--- config.mk ---
export PLATFORM = sky130hd
export DESIGN_NAME = softstart_seq
export DESIGN_NICKNAME = d
export VERILOG_FILES = /design/src/rtl/softstart_pkg.sv /design/src/rtl/ss_sync_bank.sv /design/src/rtl/ss_step_div.sv /design/src/rtl/ss_ramp_ctr.sv /design/src/rtl/ss_milestones.sv /design/src/rtl/softstart_seq.sv
export SDC_FILE = /design/constraint.sdc
export NUM_CORES = 1
export LEC_CHECK = 0
export ABC_AREA = 1
export BUFFER_PORTS_ARGS = -buffer_cell sky130_fd_sc_hd__buf_2
export CAP_MARGIN = 20
export CELL_PAD_IN_SITES_DETAIL_PLACEMENT = 2
export CELL_PAD_IN_SITES_GLOBAL_PLACEMENT = 2
export CORE_AREA = 2 2 61 63
export CTS_BUF_LIST = sky130_fd_sc_hd__clkbuf_2
export DETAILED_ROUTE_END_ITERATION = 12
export DIE_AREA = 0 0 63 65
export GPL_TIMING_DRIVEN = 0
export PLACE_DENSITY = 0.76
export SYNTH_ARGS = -nofsm -noshare
export SYNTH_HDL_FRONTEND = slang
export SYNTH_SLANG_ARGS = --single-unit
--- constraint.sdc ---
create_clock -name clk -period 1.8 [get_ports clk]
set_input_delay 0.09 -clock clk [delete_from_list [all_inputs] [get_ports clk]]
set_output_delay 0.09 -clock clk [all_outputs]
set_load 0.05 [all_outputs]
--- src/rtl/softstart_pkg.sv ---
// Package: shared types for the soft-start sequencer.
// Assumes: nothing; holds only a type definition.
package softstart_pkg;

    // Milestone flags raised as the ramp climbs.
    typedef struct packed {
        logic quarter;
        logic half;
        logic full;
    } ss_flags_t;

endpackage

--- src/rtl/ss_sync_bank.sv ---
// Module: ss_sync_bank
// A bank of multi-flop synchronisers, one chain for each input bit.
// Assumes: the input bits are quasi-static levels. They are not combined
// before synchronising, so each bit has its own chain.
module ss_sync_bank #(
    parameter int WIDTH  = 3,
    parameter int STAGES = 2
) (
    input  logic             clk,
    input  logic             rst_n,
    input  logic [WIDTH-1:0] d_async,
    output logic [WIDTH-1:0] q_sync
);

    for (genvar b = 0; b < WIDTH; b++) begin : g_bit
        logic [STAGES-1:0] chain;

        // Shift the raw level through STAGES flops.
        always_ff @(posedge clk) begin
            if (!rst_n) chain <= '0;
            else        chain <= {chain[STAGES-2:0], d_async[b]};
        end

        assign q_sync[b] = chain[STAGES-1];
    end

endmodule

--- src/rtl/ss_step_div.sv ---
// Module: ss_step_div
// Counts oscillator ticks and raises a one-cycle step pulse on every
// TICKS-th tick while the sequence runs.
// Assumes: tick is a synchronous single-cycle pulse. When run is low the
// count is emptied. When hold is high the count freezes and no step is issued.
module ss_step_div #(
    parameter int TICKS = 2
) (
    input  logic clk,
    input  logic rst_n,
    input  logic run,
    input  logic hold,
    input  logic tick,
    output logic step
);

    localparam int CW = (TICKS > 1) ? $clog2(TICKS) : 1;
    localparam logic [CW-1:0] LAST = CW'(TICKS - 1);

    logic [CW-1:0] cnt_q;
    logic          advance;

    // Decide whether this cycle's tick counts.
    always_comb begin
        advance = run && tick && !hold;
        step    = advance && (cnt_q == LAST);
    end

    // Tick counter: cleared when not running, wraps when a step is issued.
    always_ff @(posedge clk) begin
        if (!rst_n || !run) cnt_q <= '0;
        else if (advance)   cnt_q <= step ? '0 : cnt_q + CW'(1);
    end

endmodule

--- src/rtl/ss_ramp_ctr.sv ---
// Module: ss_ramp_ctr
// Holds the reference ramp code. The code steps by one on each step pulse
// and is forced to zero whenever run is low. The next-state value is also
// an output, so that the milestone flags can be registered in step with it.
// Assumes: the step pulse is never issued while the code is at full scale.
module ss_ramp_ctr #(
    parameter int CODE_W = 10
) (
    input  logic              clk,
    input  logic              rst_n,
    input  logic              run,
    input  logic              step,
    output logic [CODE_W-1:0] code_q,
    output logic [CODE_W-1:0] code_next,
    output logic              at_max
);

    // Next code: clear dominates, then increment on a step.
    always_comb begin
        if (!run)      code_next = '0;
        else if (step) code_next = code_q + CODE_W'(1);
        else           code_next = code_q;
        at_max = &code_q;
    end

    // Code register.
    always_ff @(posedge clk) begin
        if (!rst_n) code_q <= '0;
        else        code_q <= code_next;
    end

endmodule

--- src/rtl/ss_milestones.sv ---
// Module: ss_milestones
// Registers the quarter, half and full-scale flags from the next ramp code,
// so that each flag changes in the same cycle as the code it describes.
// Assumes: code_next is already zero whenever the sequence is cleared.
module ss_milestones
    import softstart_pkg::*;
#(
    parameter int CODE_W = 10
) (
    input  logic              clk,
    input  logic              rst_n,
    input  logic [CODE_W-1:0] code_next,
    output ss_flags_t         flags_q
);

    ss_flags_t flags_d;

    // Decode the milestone thresholds from the top code bits.
    always_comb begin
        flags_d.quarter = code_next[CODE_W-1] | code_next[CODE_W-2];
        flags_d.half    = code_next[CODE_W-1];
        flags_d.full    = &code_next;
    end

    // Flag registers.
    always_ff @(posedge clk) begin
        if (!rst_n) flags_q <= '0;
        else        flags_q <= flags_d;
    end

endmodule

--- src/rtl/softstart_seq.sv ---
// Module: softstart_seq (top)
// Digital soft-start sequencer. It synchronises the enable and supply-good
// levels and requires all three to be high. While they are, it steps a
// reference ramp code from zero to full scale once every TICKS_PER_STEP
// oscillator ticks and raises the milestone flags.
// Assumes: tick is synchronous to clk. The other inputs may be asynchronous.
module softstart_seq
    import softstart_pkg::*;
#(
    parameter int CODE_W         = 10,
    parameter int TICKS_PER_STEP = 2,
    parameter int SYNC_STAGES    = 2
) (
    input  logic              clk,
    input  logic              rst_n,
    input  logic              en_a,
    input  logic              bias_ok_a,
    input  logic              bus_ok_a,
    input  logic              tick,
    output logic [CODE_W-1:0] ramp_code,
    output logic              quarter_done,
    output logic              half_done,
    output logic              ramp_done
);

    localparam int NCOND = 3;

    logic [NCOND-1:0]  cond_sync;
    logic              run;
    logic              step;
    logic              at_max;
    logic [CODE_W-1:0] code_next;
    ss_flags_t         flags;

    ss_sync_bank #(.WIDTH(NCOND), .STAGES(SYNC_STAGES)) u_sync (
        .clk     (clk),
        .rst_n   (rst_n),
        .d_async ({en_a, bias_ok_a, bus_ok_a}),
        .q_sync  (cond_sync)
    );

    // The sequence runs only while every start condition is good.
    always_comb run = &cond_sync;

    ss_step_div #(.TICKS(TICKS_PER_STEP)) u_div (
        .clk   (clk),
        .rst_n (rst_n),
        .run   (run),
        .hold  (at_max),
        .tick  (tick),
        .step  (step)
    );

    ss_ramp_ctr #(.CODE_W(CODE_W)) u_ramp (
        .clk       (clk),
        .rst_n     (rst_n),
        .run       (run),
        .step      (step),
        .code_q    (ramp_code),
        .code_next (code_next),
        .at_max    (at_max)
    );

    ss_milestones #(.CODE_W(CODE_W)) u_miles (
        .clk       (clk),
        .rst_n     (rst_n),
        .code_next (code_next),
        .flags_q   (flags)
    );

    // Route the registered flags to the outputs.
    always_comb begin
        quarter_done = flags.quarter;
        half_done    = flags.half;
        ramp_done    = flags.full;
    end

endmodule

==> flow_summary_export.csv <==
group,metric,value,unit
layout,final_net_count,184,
synth,yosys.area_share.adder,1.269,%
worst_setup_path,regToRegSetupSlack,0.15,ns
sta,fin_setup_tns,0,ns
synth,synth_xor_area_share,0.8883,%
clock_network,ctsHtreeMaxLevel,1,
sta,finClkSkew,0.001568,ns
worst_setup_path,critPathCapture,"u_miles.flags_q[2]",
detailed_routing,num_vias,1029,
clock_network,cts.path.max_buffers,2,
worst_setup_path,rr_endpoint,"u_miles.flags_q[2]",
worst_setup_path,start_kind,"flop",
global_routing,grt_overflow,0,
power,power_density,514.3,nW/um2
min_path,hold_class,"in2reg",
detailed_routing,wl,3209,um
detailed_routing,ant_nets,0,
floorplan,coreArea,3496,um2
synth,syn_nets,153,
layout,fillers,451,
clock_network,insertion_delay,0.32,ns
layout,design_area,1265,um2
job,cap_violations,0,
worst_setup_path,path_buf_inv,2,
layout,final_cells,224,
floorplan,start_util,28.20,%
worst_setup_path,reg2regPathDepth,10,
place,gp_congestion,0.7840,
synth,ys_seq_elements,19,
clock_network,clock_sinks,19,
synth,synth-main-ff-cell,"dfxtp_1",
power,vdd_drop_max,293.1,uV
synth,synthesis.area,985.9,um2
floorplan,die_w,63,um
place,hpwl,2355,um
synth,synth_edf_count,0,
worst_setup_path,cp.required,2.04,ns
sta,hold_violations,0,
layout,mostFrequentLayoutCells,"44 x nand2_1, 24 x inv_1, 19 x nor2_1, 18 x buf_2, 14 x dfxtp_1",
global_routing,grt_pass1_vias,1119,
sta,finalCriticalPeriod,1.652,ns
layout,final_layout_size_suffix_gt1_share,26.70,%
min_path,hold_path_depth,7,
floorplan,die_h,65,um
worst_setup_path,worstSetupEndpointType,"flop",
sta,fmax,0.6053,GHz
place,placed_area,1135,um2
clock_network,tritoncts,"built",
synth,synthMuxAreaShare,0,%
sta,post-route-period-util,91.78,%
sta,worst_slew_pin_slew,0.2607,ns
sta,slew_headroom,82.60,%
floorplan,rows,22,
synth,synth_cell_types,21,
power,leakage,0.5638,nW
detailed_routing,wire_per_inst,14.33,um
clock_network,cts_root_buffer,"clkbuf_2",
floorplan,io_pins,19,
worst_setup_path,critPathTopFamily,"simple AND/OR/NAND/NOR gates",
synth,yosysSeqAreaShare,38.58,%
outcome,status,"finished clean",
synth,synth-simple-area-share,42.89,%
synth,synth_async_sr_flop_share,0,%
global_routing,grt_max_degree,13,
synth,avgSynthCellArea,6.753,um2
place,place_inst,211,
worst_setup_path,path_cells,"nand2_2 -> nor2_4 -> nand3_4 -> nand3_4 -> inv_6 -> nand2_2 -> nand2_2 -> nand3_1 -> inv_1 -> or2_1",
detailed_routing,firstDrtPassIters,4,
worst_setup_path,cp.depth,10,
worst_setup_path,crit_start,"u_ramp.code_q[5]",
sta,finalSetupViolations,0,
detailed_routing,viasPerCell,4.594,
worst_setup_path,worstSetupPathType,"reg2reg",
power,power,0.6506,mW
worst_setup_path,cpPeakStageDelay,0.49,ns
global_routing,grt_pass1_wl,5402,um
clock_network,cts_made_buffers,3,
floorplan,dieArea,4095,um2
worst_setup_path,critPathMaxFanout,7,
layout,layout_commonest_cell,"nand2_1",
clock_network,clkTransAtPathRegs,0.20,ns
worst_setup_path,crit_arrival,1.90,ns
place,numPortBuffers,17,
detailed_routing,route.detailed.drc,0,
layout,area_delta_synth_final,28.30,%
sta,rsz0062_at_grt,"no",
worst_setup_path,crit_top_cell,"nand2_2",
synth,ys_warn_count,0,
global_routing,grt.total_usage,17.11,%
detailed_routing,first_iter_violations,19,
layout,insertedDiodeCount,0,
synth,synth_top_family_by_area,"simple AND/OR/NAND/NOR gates",
worst_setup_path,r2r-start,"u_ramp.code_q[5]",
synth,syn_inst,146,
sta,drv_slew,0,
worst_setup_path,critPathSlowestCell,"dfxtp_1",
global_routing,antenna_found_initial,0,
synth,synth_compound_area_share,4.695,%
report_power, final:
| part | internal, mW | switching [mW] |
|---|---|---|
| clock network | 0.0517 | 0.147 |
| registers | 0.426 | 0.00215 |
| logic | 0.0121 | 0.0121 |
| total | 0.490 | 0.161 |
area by class of cell:
type	instances	area, um2	area share, %
Buffer	2	12.51	0.9891
Clock buffer	3	15.01	1.187
Clock inverter	1	7.507	0.5935
Inverter	26	102.6	8.111
Multi-Input combinational cell	100	523.0	41.35
Sequential cell	19	389.1	30.76
Tap cell	48	60.06	4.748
Timing Repair Buffer	25	155.1	12.27
through the flow:
step                      hold WS, ns  setup slack, ns  util, %
after global placement         0.2741          0.02020    32.46
after floorplan                0.1876          0.01045        -
after global routing           0.2502         0.004533    36.18
after detailed placement       0.2856         -0.06771    32.46
after CTS                     0.01177          0.01610    34.75
final                          0.2570           0.1479    36.18
sequential cells by signal, indices dropped and copies added (netlist names):
signal,cells
u_ramp.code_q,10
u_sync.g_bit.chain,6
u_miles.flags_q,2
u_div.cnt_q,1
logic make-up after synthesis:
group,after synthesis
AO/OA/AOI/OAI,8
flip-flops,19
buffers and inverters,28
AND/OR/NAND/NOR,89
adder cells (fa/ha/maj),1
XOR/XNOR,1
worst min-delay path by stage:
stage | startpoint | to | slack, ns
3_5_place_dp | en_a | u_sync.g_bit[2].chain[0] | 0.29
4_1_cts | rst_n | u_sync.g_bit[0].chain[1] | 0.01
5_1_grt | tick | u_ramp.code_q[3] | 0.25
2_1_floorplan | bus_ok_a | u_sync.g_bit[0].chain[0] | 0.19
3_3_place_gp | bus_ok_a | u_sync.g_bit[0].chain[0] | 0.27
6_report | tick | u_ramp.code_q[3] | 0.26
worst register-to-register path: cells and delay by family (launching register included):
family	cells	cell delay (ns)
and+or+nand+nor	8	0.98
buffers and inverters	2	0.12
DFF	1	0.49
synth_stat cells (2+ instances only):
cell       n  area (um2)
nand3_1   11       55.05
nand2_2    3       18.77
nor2_1    19       71.32
nand3_4    2       35.03
dfxtp_1   19       380.4
a21oi_1    3       15.01
nor3_1     2       10.01
o21ai_0    3       15.01
nand4_1    2       12.51
nand2_1   44       165.2
nand3b_1   2       15.01
inv_1     25       93.84
nor2_4     3       33.78
repair_timing:
| action | CTS | global route |
|---|---|---|
| hold buffers | 3 | 1 |
| endpoints found under the setup margin | 2 | 2 |
| gates cloned | 1 | 0 |
| resized for setup | 1 | 7 |
| hold endpoints to repair | 3 | 2 |
| setup buffers | 2 | 2 |
| pin swaps | 0 | 4 |
layer usage:
metal	global-route usage [%]	vias up	wire (um)
met1	19.15	506	1400
li1	-	504	-
met4	5.000	0	31
met3	1.736	4	65
met5	0	-	0
met2	33.78	15	1711
Power figures use the tool's default switching activity.
